### config.mk
export PLATFORM = sky130hd
export DESIGN_NAME = cond_sequencer
export DESIGN_NICKNAME = d
export VERILOG_FILES = /design/src/rtl/cond_seq_pkg.sv /design/src/rtl/cond_seq_mem.sv /design/src/rtl/cond_seq_snap.sv /design/src/rtl/cond_seq_pulse.sv /design/src/rtl/cond_sequencer.sv
export SDC_FILE = /design/constraint.sdc
export NUM_CORES = 2
export LEC_CHECK = 0
export BUFFER_PORTS_ARGS = -buffer_cell sky130_fd_sc_hd__buf_4
export CELL_PAD_IN_SITES_DETAIL_PLACEMENT = 0
export CELL_PAD_IN_SITES_GLOBAL_PLACEMENT = 1
export CORE_MARGIN = 3
export CORE_UTILIZATION = 55
export CTS_CLUSTER_DIAMETER = 40
export CTS_CLUSTER_SIZE = 20
export DETAILED_ROUTE_END_ITERATION = 8
export PLACE_DENSITY_LB_ADDON = 0.1
export SLEW_MARGIN = 25
export SYNTH_ARGS = -nofsm -noshare
export SYNTH_HDL_FRONTEND = slang
export SYNTH_SLANG_ARGS = --single-unit
export TNS_END_PERCENT = 30
### constraint.sdc
create_clock -name clk_i -period 5.8 [get_ports clk_i]
set_input_delay 1.16 -clock clk_i [delete_from_list [all_inputs] [get_ports clk_i]]
set_output_delay 1.16 -clock clk_i [all_outputs]
set_load 0.03 [all_outputs]
### src/rtl/cond_seq_pkg.sv
package cond_seq_pkg;
  typedef enum logic [1:0] {
    PH_ACT   = 2'd0,
    PH_WAIT  = 2'd1,
    PH_LATCH = 2'd2,
    PH_COND  = 2'd3
  } seq_phase_e;
endpackage

### src/rtl/cond_seq_mem.sv
module cond_seq_mem #(
  parameter int DEPTH = 64,
  parameter int W     = 23,
  localparam int AW   = $clog2(DEPTH)
) (
  input  logic          clk_i,
  input  logic          wr_ok_i,
  input  logic          we_i,
  input  logic [AW-1:0] waddr_i,
  input  logic [W-1:0]  wdata_i,
  input  logic [AW-1:0] raddr_i,
  output logic [W-1:0]  rdata_o
);
  logic [W-1:0] mem_q [DEPTH];

  always_ff @(posedge clk_i) begin
    if (we_i && wr_ok_i) mem_q[waddr_i] <= wdata_i;
  end

  assign rdata_o = mem_q[raddr_i];
endmodule

### src/rtl/cond_seq_snap.sv
module cond_seq_snap #(
  parameter int N_COND = 44,
  localparam int CIW   = $clog2(N_COND),
  localparam int NP    = 1 << CIW
) (
  input  logic              clk_i,
  input  logic              rst_ni,
  input  logic              cap_i,
  input  logic [N_COND-1:0] cond_i,
  input  logic              en_i,
  input  logic [CIW-1:0]    idx_i,
  input  logic              pol_i,
  output logic              hit_o
);
  logic [N_COND-1:0] snap_q;
  logic [NP-1:0]     snap_pad;

  always_ff @(posedge clk_i or negedge rst_ni) begin
    if (!rst_ni)    snap_q <= '0;
    else if (cap_i) snap_q <= cond_i;
  end

  // out-of-range indices read as 0
  always_comb begin
    snap_pad = '0;
    snap_pad[N_COND-1:0] = snap_q;
  end

  assign hit_o = !en_i || (snap_pad[idx_i] ^ pol_i);
endmodule

### src/rtl/cond_seq_pulse.sv
module cond_seq_pulse #(
  parameter int N_ACT = 52,
  localparam int AIW  = $clog2(N_ACT),
  localparam int NP   = 1 << AIW
) (
  input  logic             clk_i,
  input  logic             rst_ni,
  input  logic             fire_i,
  input  logic [AIW-1:0]   idx_i,
  input  logic [N_ACT-1:0] done_i,
  output logic             done_hit_o,
  output logic [N_ACT-1:0] act_o
);
  logic [NP-1:0] done_pad;

  // out-of-range actions complete at once
  always_comb begin
    done_pad = '1;
    done_pad[N_ACT-1:0] = done_i;
  end
  assign done_hit_o = done_pad[idx_i];

  for (genvar g = 0; g < N_ACT; g++) begin : g_act
    always_ff @(posedge clk_i or negedge rst_ni) begin
      if (!rst_ni) act_o[g] <= 1'b0;
      else         act_o[g] <= fire_i && (idx_i == AIW'(g));
    end
  end
endmodule

### src/rtl/cond_sequencer.sv
module cond_sequencer
  import cond_seq_pkg::*;
#(
  parameter int N_ACT  = 52,
  parameter int N_COND = 44,
  parameter int DEPTH  = 64,
  localparam int AW       = $clog2(DEPTH),
  localparam int AIW      = $clog2(N_ACT),
  localparam int CIW      = $clog2(N_COND),
  localparam int LAST_BIT = AW,
  localparam int POL_BIT  = AW + 1,
  localparam int CIDX_LSB = AW + 2,
  localparam int CEN_BIT  = CIDX_LSB + CIW,
  localparam int WAIT_BIT = CEN_BIT + 1,
  localparam int AIDX_LSB = WAIT_BIT + 1,
  localparam int AEN_BIT  = AIDX_LSB + AIW,
  localparam int W        = AEN_BIT + 1
) (
  input  logic              clk_i,
  input  logic              rst_ni,
  input  logic              halt_i,
  input  logic              prog_we_i,
  input  logic [AW-1:0]     prog_addr_i,
  input  logic [W-1:0]      prog_data_i,
  input  logic [N_ACT-1:0]  done_i,
  input  logic [N_COND-1:0] cond_i,
  output logic [N_ACT-1:0]  act_o,
  output logic [AW-1:0]     dbg_state_o,
  output logic [AW-1:0]     dbg_trans_o
);
  seq_phase_e    phase_q;
  logic [AW-1:0] pc_q, base_q, trans_q;
  logic [W-1:0]  word;
  logic          w_aen, w_wait, w_cen, w_pol, w_last;
  logic [AIW-1:0] w_aidx;
  logic [CIW-1:0] w_cidx;
  logic [AW-1:0]  w_tgt;
  logic          fire, cap, hit, done_hit;

  cond_seq_mem #(.DEPTH(DEPTH), .W(W)) i_mem (
    .clk_i   (clk_i),
    .wr_ok_i (halt_i),
    .we_i    (prog_we_i),
    .waddr_i (prog_addr_i),
    .wdata_i (prog_data_i),
    .raddr_i (pc_q),
    .rdata_o (word)
  );

  assign w_tgt  = word[AW-1:0];
  assign w_last = word[LAST_BIT];
  assign w_pol  = word[POL_BIT];
  assign w_cidx = word[CIDX_LSB +: CIW];
  assign w_cen  = word[CEN_BIT];
  assign w_wait = word[WAIT_BIT];
  assign w_aidx = word[AIDX_LSB +: AIW];
  assign w_aen  = word[AEN_BIT];

  assign fire = (phase_q == PH_ACT) && !halt_i && w_aen;
  assign cap  = (phase_q == PH_LATCH) && !halt_i;

  cond_seq_pulse #(.N_ACT(N_ACT)) i_pulse (
    .clk_i      (clk_i),
    .rst_ni     (rst_ni),
    .fire_i     (fire),
    .idx_i      (w_aidx),
    .done_i     (done_i),
    .done_hit_o (done_hit),
    .act_o      (act_o)
  );

  cond_seq_snap #(.N_COND(N_COND)) i_snap (
    .clk_i  (clk_i),
    .rst_ni (rst_ni),
    .cap_i  (cap),
    .cond_i (cond_i),
    .en_i   (w_cen),
    .idx_i  (w_cidx),
    .pol_i  (w_pol),
    .hit_o  (hit)
  );

  always_ff @(posedge clk_i or negedge rst_ni) begin
    if (!rst_ni) begin
      phase_q <= PH_ACT;
      pc_q    <= '0;
      base_q  <= '0;
      trans_q <= '0;
    end else if (halt_i) begin
      phase_q <= PH_ACT;
      pc_q    <= '0;
      base_q  <= '0;
      trans_q <= '0;
    end else begin
      unique case (phase_q)
        PH_ACT: begin
          if (w_aen && w_wait) phase_q <= PH_WAIT;
          else if (w_last) begin
            phase_q <= PH_LATCH;
            pc_q    <= base_q;
          end else pc_q <= pc_q + 1'b1;
        end
        PH_WAIT: begin
          if (done_hit) begin
            if (w_last) begin
              phase_q <= PH_LATCH;
              pc_q    <= base_q;
            end else begin
              phase_q <= PH_ACT;
              pc_q    <= pc_q + 1'b1;
            end
          end
        end
        PH_LATCH: phase_q <= PH_COND;
        PH_COND: begin
          if (hit) begin
            base_q  <= w_tgt;
            pc_q    <= w_tgt;
            trans_q <= pc_q;
            phase_q <= PH_ACT;
          end else if (w_last) begin
            // nothing matched: take a fresh snapshot
            phase_q <= PH_LATCH;
            pc_q    <= base_q;
          end else pc_q <= pc_q + 1'b1;
        end
        default: phase_q <= PH_ACT;
      endcase
    end
  end

  assign dbg_state_o = base_q;
  assign dbg_trans_o = trans_q;
endmodule


# After elaboration in Yosys (flattened, before gate mapping)
# Memory sizes are Yosys's and may differ from the RTL's.
# Index checks and enable logic that the tools add are counted.
# word_totals
wordCells	210
n_memories	1
reg_bits	116
ramBits	1472
in_bits	129
output_inout_bits	64
# op_classes
n_lt_le_gt_ge	2
bitwise_logic	1
n_reduce_logical	67
eq_ne	56
n_addsub	1
muxes	25
# mem_list
memory	depth	word_bits	read_ports	rd_clocked_by_memory_dff	wr	line_no	text
i_mem.mem_q	64	23	1	0	1	cond_seq_mem.sv:14	logic [W-1:0] mem_q [DEPTH];
# ops
cell	count
6-bit == test, second input constant	20
6-bit by 5-bit == test with 1-bit output, second input constant	16
6-bit 2-to-1 mux	11
1-bit logical AND	57
6-bit by 4-bit == test with 1-bit output, second input constant	8
6-bit by 3-bit == test with 1-bit output, second input constant	4
6-bit one-hot mux with 3 select lines	1
6-bit by 7-bit < comparator with 1-bit output, second input constant	2
1-bit binary-select mux with 6-bit select	2
6-bit by 2-bit == test with 1-bit output, second input constant	2
2-bit 2-to-1 mux	6
2-bit one-hot mux with 4 select lines	1
6-bit by 1-bit adder with 6-bit output, second input constant	1
6-bit by 1-bit == test with 1-bit output, second input constant	1
6-bit zero test	1
3-bit inequality test, second input constant	2
2-bit == test, second input constant	2
1-bit 2-to-1 mux	4
2-bit nonzero test	2
4-bit nonzero test	1
3-bit AND reduction	1
2-bit by 1-bit == test with 1-bit output, second input constant	1
1-bit zero test	2
2-bit zero test	1
other kinds (3)	3

# Depth between registers and ports, before layout
# An unclocked memory read counts as a cell.
# depth
ltp_word	8
ltp_mapped	21
mapped_depth_nobuf	13

# Cells and area by module
# Synthesis repeated with hierarchy kept, for this count alone.
# hier_totals
cells_unflattened	2842
area_unflattened_um2	61574.1
# by_module_without_submodules
mod	n_inst	seq_area_each_um2	cells_per_inst	area_per_inst_um2
cond_seq_mem	1	44202.4	2422	56245.2
cond_seq_pulse	1	1301.2	172	2173.3
cond_seq_snap	1	1101.1	128	2044.5
cond_sequencer	1	500.5	120	1111.1

# Worst setup path before layout
# OpenSTA, ideal clock, no wires.
# synth_path
path_type	register to register
from	reg pc_q[1]
to	reg base_q[0], in the netlist dbg_state_o[0]
n_path_buf	9
arrival_time_ns	4.163
path_stages_with_launch	17
synth_period_minus_slack_ns	4.284
path_slack_ns	1.516
required_time_ns	5.679
setup_time_ns	0.121
cell_sequence	dfrtp_1 buf_4 buf_2 buf_2 buf_4 buf_4 buf_2 clkbuf_1 mux4_2 mux4_2 mux4_2 or4_1 nand4_1 buf_6 buf_12 mux2i_1 nor2_1
# synth_between
elab_chain_cells	7
word_cells_on_any_way	11
cone_classes	5 x mux; 1 x bitwise; 4 x reduce/logical; 1 x memory
# synth_lines
item	line_no	text
start: declaration	cond_sequencer.sv:32	logic [AW-1:0] pc_q, base_q, trans_q;
start signal: assignment	cond_sequencer.sv:100	pc_q <= base_q;
start signal: assignment	cond_sequencer.sv:101	end else pc_q <= pc_q + 1'b1;
start signal: assignment	cond_sequencer.sv:107	pc_q <= base_q;
memory read 64 x 23 bit (*)	n/a	
1-bit binary-select mux with 6-bit select	cond_seq_snap.sv:29	assign hit_o = !en_i || (snap_pad[idx_i] ^ pol_i);
1-bit 2-to-1 mux (not written as such)	cond_seq_snap.sv:29	
1-bit bitwise XOR	cond_seq_snap.sv:29	
1-bit logical OR	cond_seq_snap.sv:29	
2-bit nonzero test (no line)	n/a	
2-bit AND reduction (no line)	n/a	
end signal: assignment	cond_sequencer.sv:117	base_q <= w_tgt;
end: declaration	cond_sequencer.sv:32	
# Mark *: on every way between the ends. The rest lies on a longest branch, timed or not. The select of a mux whose other input is x is not followed.
# A chain may end at the register's enable or synchronous reset.

# Worst setup path after layout
# layout_path
from	reg pc_q[1]
to	reg pc_q[2]
# layout_between
elab_chain_cells	8
word_cells_on_any_way	19
cone_classes	1 x add/sub; 2 x eq/ne; 10 x mux; 1 x bitwise; 4 x reduce/logical; 1 x memory
# layout_lines
item	line_no	text
memory read 64 x 23 bit	n/a	
1-bit binary-select mux with 6-bit select	cond_seq_snap.sv:29	
1-bit 2-to-1 mux (not written as such)	cond_seq_snap.sv:29	
1-bit bitwise XOR	cond_seq_snap.sv:29	
1-bit logical OR	cond_seq_snap.sv:29	
6-bit 2-to-1 mux	cond_sequencer.sv:116	if (hit) begin
6-bit one-hot mux with 3 select lines	cond_sequencer.sv:95	unique case (phase_q)
6-bit 2-to-1 mux	cond_sequencer.sv:89	end else if (halt_i) begin
# Several ways; a longest one is shown, not always the timed one. The select of a mux whose other input is x is not followed.

==> impl_metrics.json <==
{
  "clock_path_buffers": 3,
  "start_util": 0.5577,
  "synth_ff_type": "edfxtp_1",
  "ys_warn_count": 0,
  "min_period_ns": 5.272,
  "drtIter0Drc": 3762,
  "finalNetCount": 3322,
  "hold_ws_ns": 0.4996,
  "clkSlewWorstSetupHoldPaths_ns": 0.07,
  "port_buffers": 192,
  "antenna_found_initial": 3,
  "cpMaxStageDelayCell": "dfrtp_4",
  "cp_common_cell": "mux2i_1",
  "synth-async-reset-ratio": 0.07305,
  "slew_headroom": 0.3259,
  "cts_resized": 0,
  "critPathBufInv": 3,
  "synth-seq-cells": 1588,
  "cts_hold_buf": 0,
  "max_stage_delay_ns": 0.83,
  "die_x_um": 341.9,
  "fmax_ghz": 0.1897,
  "tightest_slew_ns": 1.011,
  "dieArea_sq_um": 116900,
  "clock_skew_ns": 0.02909,
  "power_density_nw_per_um2": 433.9,
  "hold_viol_final": 0,
  "final_cells": 4826,
  "cts-root-buf": "clkbuf_16",
  "setup_violations": 0,
  "outcome": "finished, final reports clean",
  "hp-class": "in2async",
  "grt_max_degree": 112,
  "endpoint_kind": "register",
  "grt_pass1_wl_um": 230600,
  "syn_area_sq_um": 62060,
  "ant_nets": 0,
  "fin_area_sq_um": 72540,
  "grt_pass1_vias": 31677,
  "synth_edf_count": 1472,
  "rsz0062_at_grt": "no",
  "row_count": 122,
  "dp_cells": 4505,
  "via_per_inst": 6.438,
  "syn_nets": 2968,
  "clock_sinks": 1588,
  "grt_usage": 0.2815,
  "place.gp.congestion": 0.8496,
  "final_common_cell": "edfxtp_1",
  "cp-start-kind": "register",
  "ys_seq_area_frac": 0.7590,
  "vias": 31071,
  "drive_gt1_frac": 0.3477,
  "synthCells": 2838,
  "fin_util": 0.6519,
  "dp_hpwl_um": 98830,
  "path_delay_family": "multiplexers",
  "die_height_um": 341.9,
  "overflow": 0,
  "clock_latency_ns": 0.79,
  "cap_viol_max_count": 0,
  "routed_wl_um": 161600,
  "fin_setup_tns_ns": 0,
  "post_cts_buffers": 0,
  "htreeDepth": 4,
  "drc": 0,
  "finalCritPeriodShare": 0.9090,
  "power_leakage_uw": 0.02370,
  "mostFrequentLayoutCells": "1472 x edfxtp_1, 390 x mux4_2, 290 x buf_4",
  "cts_made_buffers": 171,
  "crit_type": "reg2reg",
  "syn_avg_cell_area_sq_um": 21.87,
  "wl_per_cell_um": 33.48,
  "syn_to_final_growth_pct": 16.89,
  "cts_tree": "yes",
  "cp_max_fo": 62,
  "required_ns": 6.49,
  "placed_cell_area_sq_um": 66480,
  "ys_types": 64,
  "crit_arrival_ns": 5.96,
  "critical_path.cell_chain": "buf_12 > mux4_2 > mux2i_1 > nand3_1 > a31oi_4 > buf_4 > mux2i_1 > mux2i_1 > mux2i_1 > o22ai_1 > or4_1 > nand4_1 > buf_12 > mux2_2 > o22ai_1",
  "vdd_drop_max_uv": 352.6,
  "drv_slew": 0,
  "nFillCells": 7203,
  "drt_pass1_iterations": 7,
  "io_pins": 193,
  "core_area_sq_um": 111300
}
==> stage by stage <==
| stage | power, uW | setup WS, ns |
|---|---|---|
| 2_1_floorplan | 18230 | 1.516 |
| 3_3_place_gp | 20380 | 0.6408 |
| 3_5_place_dp | 20450 | 0.5131 |
| 4_1_cts | 31690 | 0.4924 |
| 5_1_grt | 32580 | 0.3185 |
| 6_report | 31480 | 0.5279 |
==> synth_stat cells, drive strengths merged (3+ instances only) <==
master  count  area [sq um]
nor2b      15         93.84
mux4      424          9677
mux2i     110          1101
a21oi      18         90.09
a221oi      5         43.79
a311o       3         30.03
nand2     102         382.9
edfxtp   1472         44200
a32o        4         40.04
nand3      29         145.1
buf        96         679.4
o22a        3         26.28
nor2      150         563.0
a22oi      27         202.7
nand2b      9         58.81
a22o        7         61.31
or2         3         18.77
inv        17         63.81
a31oi       7         58.81
clkbuf     50         195.2
dfrtp     116          2903
or3         3         18.77
o21ai      23         118.9
mux2       62         698.2
o22ai      19         118.9
xnor2       5         43.79
nand4       8         50.05
and2        4         25.02
nor3       11         55.05
and3        4         25.02
==> registers in the layout (all words and copies together) (netlist names) <==
name and cells:
dbg_state_o 6, i_mem.mem_q 1472, i_snap.snap_q 44, i_pulse.act_o 52
phase_q 2, dbg_trans_o 6, pc_q 6
==> worst paths after layout <==
path / to / slack (ns) / cells after the start / startpoint
worst max-delay path: pc_q[2]$_DFFE_PN0P_ / 0.53 / 15 / pc_q[1]$_DFFE_PN0P_
worst max register to register: pc_q[2]$_DFFE_PN0P_ / 0.53 / 15 / pc_q[1]$_DFFE_PN0P_
worst min register to register: i_snap.snap_q[31]$_DFFE_PN0P_ / 0.51 / 1 / i_snap.snap_q[31]$_DFFE_PN0P_
max in group asynchronous: i_pulse.act_o[25]$_DFF_PN0_ / 4.07 / 2 / rst_ni
min in group clk_i: i_snap.snap_q[31]$_DFFE_PN0P_ / 0.51 / 1 / i_snap.snap_q[31]$_DFFE_PN0P_
worst min-delay path: i_snap.snap_q[11]$_DFFE_PN0P_ / 0.50 / 1 / rst_ni
==> layer usage <==
layer / routed length (um) / GRT usage
met2: 79880 / 0.4564
met4: 5509 / 0.09750
met3: 13550 / 0.05101
met5: 12 / 0
met1: 62620 / 0.3919
==> power breakdown <==
| part | internal [uW] | total (uW) | switching (uW) |
|---|---|---|---|
| clock network | 6450 | 11300 | 4850 |
| registers | 12700 | 13000 | 290 |
| logic | 3320 | 7150 | 3830 |
| total | 22500 | 31500 | 8970 |
==> kinds of logic (layout without fill, tap and decap cells) <==
kind of cell    after synthesis  in the layout  share of synthesized area
simple gates                350            350                    0.02468
other cells                   0              2                          0
xor+xnor                      5              5                  0.0007056
buf+inv                     164            662                    0.01518
fa+ha+maj                     1              1                  0.0002016
flops                      1588           1588                     0.7590
compound gates              134            134                    0.01530
mux                         596            596                     0.1849
==> layout make-up <==
| type | instances | area, sq um | area share |
|---|---|---|---|
| Sequential cell | 1588 | 47120 | 0.6496 |
| Multi-Input combinational cell | 1086 | 14510 | 0.2000 |
| Clock buffer | 186 | 4418 | 0.06090 |
| Timing Repair Buffer | 327 | 2982 | 0.04110 |
| Tap cell | 1488 | 1862 | 0.02567 |
| Clock inverter | 131 | 1577 | 0.02173 |
| Inverter | 18 | 70.07 | 0.0009659 |
| Antenna cell | 2 | 5.005 | 0.00006899 |
No activity file was read; power rests on OpenSTA's default activity.
